**src/rtl/pkey_gate.sv**
```systemverilog
`timescale 1ns/1ps
module pkey_gate #(
  parameter int KEY_W  = 4,
  parameter int ATTR_W = 2
) (
  input  logic                       clk,
  input  logic                       rst_n,
  input  logic [(1<<KEY_W)*ATTR_W-1:0] ukey_reg,
  input  logic [(1<<KEY_W)*ATTR_W-1:0] skey_reg,
  input  logic                       pke_user,
  input  logic                       pke_sup,
  input  logic                       long_mode,
  input  logic                       wr_prot,
  input  logic                       req_valid,
  input  logic [KEY_W-1:0]           page_key,
  input  logic                       page_user,
  input  logic [4:0]                 err_in,
  output logic                       chk_valid,
  output logic                       key_fault,
  output logic [5:0]                 code_out
);
  localparam int NDOM  = 1 << KEY_W;
  localparam int REG_W = NDOM * ATTR_W;
  localparam int NIDX  = 16;
  localparam int MSK_W = NIDX * ATTR_W;

  logic [MSK_W-1:0] mask_q, mask_d;
  logic [REG_W-1:0] sel_reg;
  logic [1:0]       dom, ent;
  logic             hit, keys_on;

  assign keys_on = long_mode & (pke_user | pke_sup);

  always_comb begin
    mask_d = '0;
    for (int i = 0; i < NIDX; i++) begin
      logic w, u, r, f, chk;
      w   = i[0];
      u   = i[1];
      r   = i[2];
      f   = i[3];
      chk = keys_on & ~r & ~f;
      mask_d[2*i]   = chk;
      mask_d[2*i+1] = chk & w & (u | wr_prot);
    end
  end

  always_ff @(posedge clk or negedge rst_n)
    if (!rst_n) mask_q <= '0;
    else        mask_q <= mask_d;

  assign sel_reg = page_user ? ukey_reg : skey_reg;
  assign dom     = sel_reg[{page_key, 1'b0} +: 2];
  assign ent     = mask_q[{err_in[4:1], 1'b0} +: 2];
  assign hit     = |(dom & ent);

  always_ff @(posedge clk or negedge rst_n)
    if (!rst_n) begin
      chk_valid <= 1'b0;
      key_fault <= 1'b0;
      code_out  <= '0;
    end else begin
      chk_valid <= req_valid;
      key_fault <= req_valid & hit;
      code_out  <= req_valid ? {hit, err_in} : '0;
    end

  a_r3_mask_off: assert property (@(posedge clk) disable iff (!rst_n)
    !($past(long_mode) && ($past(pke_user) || $past(pke_sup))) |-> mask_q == '0);

  a_r4_no_fault_rsvd_fetch: assert property (@(posedge clk) disable iff (!rst_n)
    (chk_valid && (code_out[3] || code_out[4])) |-> !key_fault);

  a_r6_read_needs_ad: assert property (@(posedge clk) disable iff (!rst_n)
    (req_valid && !err_in[1] && !dom[0]) |=> !key_fault);

  a_r7_valid_follows: assert property (@(posedge clk) disable iff (!rst_n)
    req_valid |=> chk_valid);

  a_r7_idle_quiet: assert property (@(posedge clk) disable iff (!rst_n)
    !req_valid |=> (!chk_valid && !key_fault));

  a_r7_code_pass: assert property (@(posedge clk) disable iff (!rst_n)
    req_valid |=> code_out[4:0] == $past(err_in));

  a_r7_flag_bit: assert property (@(posedge clk) disable iff (!rst_n)
    chk_valid |-> code_out[5] == key_fault);
endmodule

```
**config.mk**
```make
export PLATFORM = sky130hd
export DESIGN_NAME = pkey_gate
export DESIGN_NICKNAME = d
export VERILOG_FILES = /design/src/rtl/pkey_gate.sv
export SDC_FILE = /design/constraint.sdc
export NUM_CORES = 1
export LEC_CHECK = 0
export ABC_CLOCK_PERIOD_IN_PS = 2100
export BUFFER_PORTS_ARGS = -buffer_cell sky130_fd_sc_hd__buf_2
export CAP_MARGIN = 20
export CORE_ASPECT_RATIO = 1.1
export CORE_MARGIN = 3
export CORE_UTILIZATION = 30
export DETAILED_ROUTE_END_ITERATION = 8
export PLACE_DENSITY = 0.74
export RECOVER_POWER = 100
export SLEW_MARGIN = 25
export SYNTH_ARGS = -nofsm -noshare
export SYNTH_HDL_FRONTEND = slang
export SYNTH_SLANG_ARGS = --single-unit
```
**constraint.sdc**
```tcl
create_clock -name clk -period 2.1 [get_ports clk]
set_input_delay 0.105 -clock clk [delete_from_list [all_inputs] [get_ports clk]]
set_output_delay 0.105 -clock clk [all_outputs]
set_load 0.02 [all_outputs]
```
# After elaboration in Yosys (flattened, before gate mapping)
# Cells that the tools add are included.
[op_classes]
n_div = 0
n_mul = 0
eq_ne = 0
order_cmp = 0
mux = 2
bitwise = 5
n_reduce_logical = 1
shifts = 2
n_addsub = 0
[ops]
columns = ["op", "n"]
rows = [
  ["32-bit by 6-bit variable part select with 2-bit output", 2],
  ["32-bit 2-to-1 mux", 1],
  ["6-bit 2-to-1 mux", 1],
  ["1-bit bitwise AND", 3],
  ["2-bit bitwise AND", 1],
  ["2-bit OR reduction", 1],
  ["1-bit OR", 1],
]
[totals]
romBits = 0
input_bits = 81
output_inout_bits = 8
ram_bits = 0
word_cells = 14
latch_bits = 0
register_bits = 12
memories = 0

# Longest topological paths before layout
# Gate-level depths: netlist of the first run.
[depth]
depth_word = 5
ltp_mapped = 7
depth_no_buf = 5

# Worst setup path before layout of the first run
# OpenSTA, ideal clock, no wires.
[synth_timing]
path_kind = "input -> register"
from = "input page_key[0]"
to = "register code_out[5]"
path_slack_ns = 0.729
required_time_ns = 1.968
setup_time_ns = 0.132
n_path_buf = 1
cell_stages = 5
t_arrival_ns = 1.239
path_cell_list = "buf_6 -> mux4_2 -> nor2b_4 -> a2111oi_2 -> o31ai_1"
[synth_between]
elab_chain_len = 4
[synth_lines]
columns = ["item", "line_no", "rtl"]
rows = [
  ["start: declaration", "15", "input logic [KEY_W-1:0] page_key,"],
  ["32-bit by 6-bit variable part select with 2-bit output", "53", "assign dom = sel_reg[{page_key, 1'b0} +: 2];"],
  ["2-bit bitwise AND", "55", "assign hit = |(dom & ent);"],
  ["2-bit OR reduction", "55", ""],
  ["6-bit 2-to-1 mux", "65", "code_out <= req_valid ? {hit, err_in} : '0;"],
  ["end signal: assignment", "65", ""],
  ["end: declaration", "20", "output logic [5:0] code_out"],
]
# Every way passes these cells.

# Worst setup path in the final report of the first run
[layout_timing]
from = "input page_user"
to = "register code_out[5]"
[layout_between]
elab_chain_len = 5
[layout_lines]
columns = ["item", "line_no", "rtl"]
rows = [
  ["start: declaration", "16", "input logic page_user,"],
  ["32-bit 2-to-1 mux", "52", "assign sel_reg = page_user ? ukey_reg : skey_reg;"],
  ["32-bit by 6-bit variable part select with 2-bit output", "53", ""],
  ["2-bit bitwise AND", "55", ""],
  ["2-bit OR reduction", "55", ""],
  ["6-bit 2-to-1 mux", "65", ""],
]
# Every way passes these cells.

==> impl_metrics.tcl, run 1 <==
set metrics [dict create \
    fin_area_mm2 0.00135 \
    nets 232 \
    cts.path.max_buffers 2 \
    synth_top_area_share 0.278 \
    finalSetupViolations 0 \
    die_x_um 58.0 \
    grt_pass1_wl_mm 3.93 \
    switchingPower_w 0.000134 \
    insertion_delay_ns 0.25 \
    hold_violations 0 \
    place_hpwl_mm 2.24 \
    yosysSeqAreaShare 0.252 \
    clkTransAtPathRegs_ns 0.06 \
    h-tree-depth 1 \
    antenna_found_initial 0 \
    hp-class "primary input to register" \
    num_io_pins 89 \
    peakVddDrop_mv 0.285 \
    end_kind "register" \
    drv_slew 0 \
    power.share.switching 0.262 \
    avgSynthCellArea_um2 14.2 \
    grt_max_degree 15 \
    post_cts_buffers 0 \
    internal_power_w 0.000377 \
    area_delta_synth_final_pct 50.8 \
    power_frac_comb 0.390 \
    outcome "finished, final reports clean" \
    diodes 0 \
    layout_commonest_cell "buf_2" \
    layout_common_cells "77 x buf_2, 11 x mux4_2, 11 x clkbuf_1, 9 x dfrtp_1, 6 x and2_0" \
    holdBufCountCts 1 \
    finalCriticalPeriod_ns 1.42 \
    cp.arrival_ns 1.55 \
    place_area_mm2 0.00132 \
    route.final.wire_length_mm 2.49 \
    finalCritPeriodShare 0.677 \
    netlist_instances 63 \
    powerDensity_mw_per_mm2 380 \
    via_per_inst 5.11 \
    num_vias 935 \
    io_buffers 88 \
    cts_sinks 9 \
    ys_types 25 \
    die_height_um 63.2 \
    leakagePower_nw 0.661 \
    power_frac_seq 0.361 \
    p_clk_frac 0.249 \
    required_ns 2.23 \
    tightest_slew_ns 0.492 \
    place_congestion 0.775 \
    ant_nets 0 \
    crit_path_start_kind "primary input" \
    yosys_warnings 0 \
    setup_tns_ns 0 \
    drive_gt1_frac 0.640 \
    syn_nets 144 \
    drc_errors 0 \
    finClkSkew_ns 0.00265 \
    maxCapViolations 0 \
    yosys-top-cells-area "mux4_2 28%, dfrtp_1 25%, mux4_1 15%" \
    cts-root-buf "clkbuf_4" \
    async_flop_share 1.00 \
    synth-seq-cells 9 \
    synth_edf_count 0 \
    rows 20 \
    post_drt_wl_per_cell_um 13.6 \
    drt_pass1_iterations 4 \
    grt_overflow_total 0 \
    start_util 0.318 \
    dieArea_mm2 0.00366 \
    synth_largest_area_cell "mux4_2" \
    cts_buffers 3 \
    slew_headroom 0.672 \
    first_iter_violations 20 \
    fmax_mhz 703 \
    grtUsageTotal 0.135 \
    synth_ff_type "dfrtp_1" \
    cp_max_fo 14 \
    path_class "primary input to register" \
    core_mm2 0.00280 \
    syn_area_um2 892 \
    cts_tree "done" \
    grt_pass1_vias 964 \
    rsz0062_at_grt "no" \
    cts_resized 0 \
]
## registers in the layout, indices dropped and copies added, names as in the netlist
name,count
chk_valid,1
code_out,6
mask_q,2
## power groups by stage
stage / sequential (W) / combinational [W] / clock (W)
after global placement: 0.000187 / 0.000199 / 0
after detailed placement: 0.000187 / 0.000204 / 0
after CTS: 0.000184 / 0.000206 / 0.000133
after floorplan: 0.000196 / 0.000108 / 0
after global routing: 0.000185 / 0.000221 / 0.000141
final: 0.000184 / 0.000199 / 0.000127
## layout make-up
cell class                      instances  area, um2
Fill cell                             275       1460
Tap cell                               33       41.3
Timing Repair Buffer                   90        445
Clock buffer                            4       26.3
Multi-Input combinational cell         47        607
Sequential cell                         9        225
## final timing paths
kind / from / end / slack (ns) / cells after the start
worst min register to register: mask_q[2] / code_out[5] / 0.58 / 2
worst max-delay path: page_user / code_out[5] / 0.68 / 6
max in group asynchronous: rst_n / mask_q[3] / 1.47 / 2
min in group asynchronous: rst_n / chk_valid / 0.31 / 2
worst min-delay path: req_valid / chk_valid / 0.05 / 1
worst max register to register: mask_q[2] / code_out[5] / 1.06 / 5
## metal layers
metal  up-vias  track usage  wire length, um
met4         0       0.0551                8
met5         -            0                0
met3         2       0.0225              241
met1       438        0.154              917
met2        55        0.242             1320
li1        440            -                -
## Yosys cell counts (2+ instances only)
library cell   n
mux4_2        11
dfrtp_1        9
and2_1         6
mux2i_1        5
mux4_1         5
nand3_1        4
buf_2          2
buf_4          2
nand3b_1       2
nor2_1         2
## stage by stage
step           worst slack [ns]  total power [W]  hold WS [ns]  instances   util
3_3_place_gp              0.431         0.000386       -0.0448        178  0.471
4_1_cts                   0.697         0.000523        0.0104        183  0.484
5_1_grt                   0.505         0.000547        0.0695        183  0.480
3_5_place_dp              0.425         0.000391       -0.0378        178  0.471
6_report                  0.678         0.000511        0.0512        183  0.480
2_1_floorplan             0.729         0.000304        -0.191         63      -
## critical path: stages
cell and delay (ns):
clkbuf_2 0.40, mux4_2 0.56, mux2i_1 0.14, nor2_1 0.05, a211oi_1 0.21, o31ai_1 0.08
## kinds of logic (layout without fill, tap and decap cells)
| family | Yosys count | count (layout) | share of synthesized area |
|---|---|---|---|
| simple gates | 18 | 18 | 0.123 |
| flops | 9 | 9 | 0.252 |
| compound gates | 7 | 7 | 0.0631 |
| mux | 22 | 22 | 0.494 |
| buf+inv | 7 | 94 | 0.0673 |
Note: power is estimated with default switching activity, not from simulation.
==> inputs of run 2 (changes only) <==
--- a/config.mk
+++ b/config.mk
@@ -5,7 +5,8 @@
 export SDC_FILE = /design/constraint.sdc
 export NUM_CORES = 1
 export LEC_CHECK = 0
-export ABC_CLOCK_PERIOD_IN_PS = 2100
+export ABC_AREA = 1
+export ABC_CLOCK_PERIOD_IN_PS = 1290
 export BUFFER_PORTS_ARGS = -buffer_cell sky130_fd_sc_hd__buf_2
 export CAP_MARGIN = 20
 export CORE_ASPECT_RATIO = 1.1
==> constraint.sdc (replaced) <==
create_clock -name clk -period 1.29 [get_ports clk]
set_input_delay 0.0645 -clock clk [delete_from_list [all_inputs] [get_ports clk]]
set_output_delay 0.0645 -clock clk [all_outputs]
set_load 0.02 [all_outputs]
==> run 2 against run 1 <==
Synthesized cell count grew to 2.8 times the previous value. Highest routed layer unchanged. Sequential power increased by 63%. Final cell count is 63% higher. Die area rose by 13%.
==> impl_metrics.tcl, run 2 <==
set metrics [dict create \
    drt_pass1_iterations 4 \
    synthTopCellsByCount "86 x nand2_1, 53 x nand3_1, 10 x inv_1, 9 x dfrtp_1, 6 x buf_6" \
    via_per_inst 4.68 \
    route.final.wire_length_mm 3.15 \
    layout_commonest_cell "nand2_1" \
    antenna_found_initial 0 \
    cts-root-buf "clkbuf_4" \
    io_buffers 88 \
    fmax_mhz 970 \
    hp-start "err_in[1]" \
    post_cts_buffers 0 \
    num_vias 1399 \
    setup_slack_ns 0.260 \
    drv_slew 0 \
    place_hpwl_mm 2.57 \
    cts_tree "done" \
    post_drt_wl_per_cell_um 10.5 \
    syn_nets 260 \
    cts.path.max_buffers 2 \
    crit_path_start_kind "register" \
    drive_gt1_frac 0.332 \
    fin_area_mm2 0.00148 \
    finalCritPeriodShare 0.799 \
    end_kind "register" \
    finalSetupViolations 0 \
    dieArea_mm2 0.00414 \
    holdBufCountCts 3 \
    die_x_um 61.7 \
    diodes 0 \
    multiInputGateArea_um2 639 \
    ys_types 16 \
    cpMaxStageDelayCell "dfrtp_1" \
    required_ns 1.48 \
    clkTransAtPathRegs_ns 0.06 \
    rr_startpoint "mask_q[2]" \
    leakagePower_nw 0.875 \
    cts_buffers 3 \
    drc_errors 0 \
    grt_pass1_vias 1184 \
    place_congestion 0.809 \
    synth_most_common_cell "nand2_1" \
    fill_cells 347 \
    cts_sinks 9 \
    largest_register_ffs 6 \
    maxCapViolations 0 \
    ant_nets 0 \
    top_register "code_out" \
    grt_pass1_wl_mm 4.77 \
    cpLargestDelayFamily "simple AND/OR/NAND/NOR gates" \
    grt_overflow_total 0 \
    pre_cts_ws_ns 0.155 \
    register_area_um2 225 \
    powerDensity_mw_per_mm2 598 \
    area_delta_synth_final_pct 44.4 \
    insertion_delay_ns 0.26 \
    yosys_warnings 0 \
    rows 21 \
    finalCriticalPeriod_ns 1.03 \
    layout_common_cells "86 x nand2_1, 78 x buf_2, 53 x nand3_1, 11 x clkbuf_1, 10 x inv_1" \
    yosysSeqAreaShare 0.220 \
    syn_area_mm2 0.00102 \
    peakVddDrop_mv 0.292 \
    rsz0062_at_grt "no" \
    die_height_um 67.2 \
    synth_edf_count 0 \
    slowest_delay_ns 0.32 \
    netlist_instances 179 \
    startpoint "mask_q[2]" \
    synth_largest_area_cell "nand2_1" \
    setup_tns_ns 0 \
    top_regs "code_out: 6 flops, mask_q: 2 flops, chk_valid: 1 flops" \
    grt_max_degree 33 \
    start_util 0.324 \
    first_iter_violations 34 \
    nets 347 \
    synth_top_area_share 0.316 \
    async_flop_share 1.00 \
    synth-seq-cells 9 \
    hold_violations 0 \
    slew_headroom 0.693 \
    core_mm2 0.00315 \
    avgSynthCellArea_um2 5.71 \
    cp_max_fo 2 \
    outcome "finished, final reports clean" \
    tightest_slew_ns 0.461 \
    holdWs_ns 0.0101 \
    cts_resized 0 \
    synth_ff_type "dfrtp_1" \
    crit_path_cell_trace "inv_1, nand2_1, o21ai_0, nor4b_1, nand3_1, a21oi_2" \
    h-tree-depth 1 \
    cp.arrival_ns 1.22 \
    place_area_mm2 0.00143 \
    worstPathBufferInverterCount 1 \
    finClkSkew_ns 0.00680 \
    path_class "register to register" \
    num_io_pins 89 \
    grtUsageTotal 0.147 \
    yosys-top-cells-area "nand2_1 32%, nand3_1 26%, dfrtp_1 22%" \
    hp-class "primary input to register" \
]
-- run 2: changes by cell type after synthesis, sizes merged, moves of 2 or more --
cell | previous run | this run
nor2 | 2 | 0
mux4 | 16 | 0
and2 | 6 | 1
buf | 6 | 12
mux2i | 5 | 0
nand3b | 2 | 0
nand3 | 4 | 54
inv | 0 | 11
nor2b | 2 | 0
nand2 | 1 | 86
-- run 2: power breakdown --
part | internal, W | switching, W | total (W)
logic | 0.000179 | 0.000198 | 0.000377
registers | 0.000296 | 0.00000360 | 0.000300
clock network | 0.000119 | 0.0000880 | 0.000207
total | 0.000594 | 0.000289 | 0.000883
-- run 2: final timing paths --
path | to | slack (ns) | cells after the start
worst max-delay path | code_out[5] | 0.26 | 6
worst min-delay path | code_out[1] | 0.01 | 3
worst max register to register | code_out[5] | 0.26 | 6
worst min register to register | code_out[5] | 0.63 | 4
max in group asynchronous | mask_q[3] | 0.69 | 2
min in group asynchronous | code_out[0] | 0.28 | 2
-- run 2: area by class of cell --
class / count / share of cell area
timing repair buffer: 94 / 0.334
sequential: 9 / 0.153
multi-input combinational: 146 / 0.433
tap: 34 / 0.0288
clock buffer: 4 / 0.0178
inverter: 12 / 0.0339
-- run 2: logic make-up after synthesis --
| group | Yosys count | share of synthesized area |
|---|---|---|
| simple gates | 143 | 0.605 |
| buf+inv | 24 | 0.154 |
| flops | 9 | 0.220 |
| compound gates | 3 | 0.0208 |
-- run 2: layer usage --
layer,GRT usage,vias to the layer above,part of all wire
met5,0,-,0
met4,0.0345,0,0.010
met3,0.0287,4,0.077
met2,0.266,59,0.51
met1,0.176,590,0.40
li1,-,746,-
-- run 2: through the flow --
stage	instances	util	total power [W]
global placement	292	0.454	0.000677
finish	299	0.468	0.000883
CTS	299	0.472	0.000904
detailed placement	292	0.454	0.000680
floorplan	179	-	0.000525
global route	299	0.468	0.000957
-- run 2: worst reg2reg max path, cell delays in order, from the launching register on --
cell	delay, ns
dfrtp_1	0.32
inv_1	0.04
nand2_1	0.04
o21ai_0	0.08
nor4b_1	0.24
nand3_1	0.13
a21oi_2	0.12
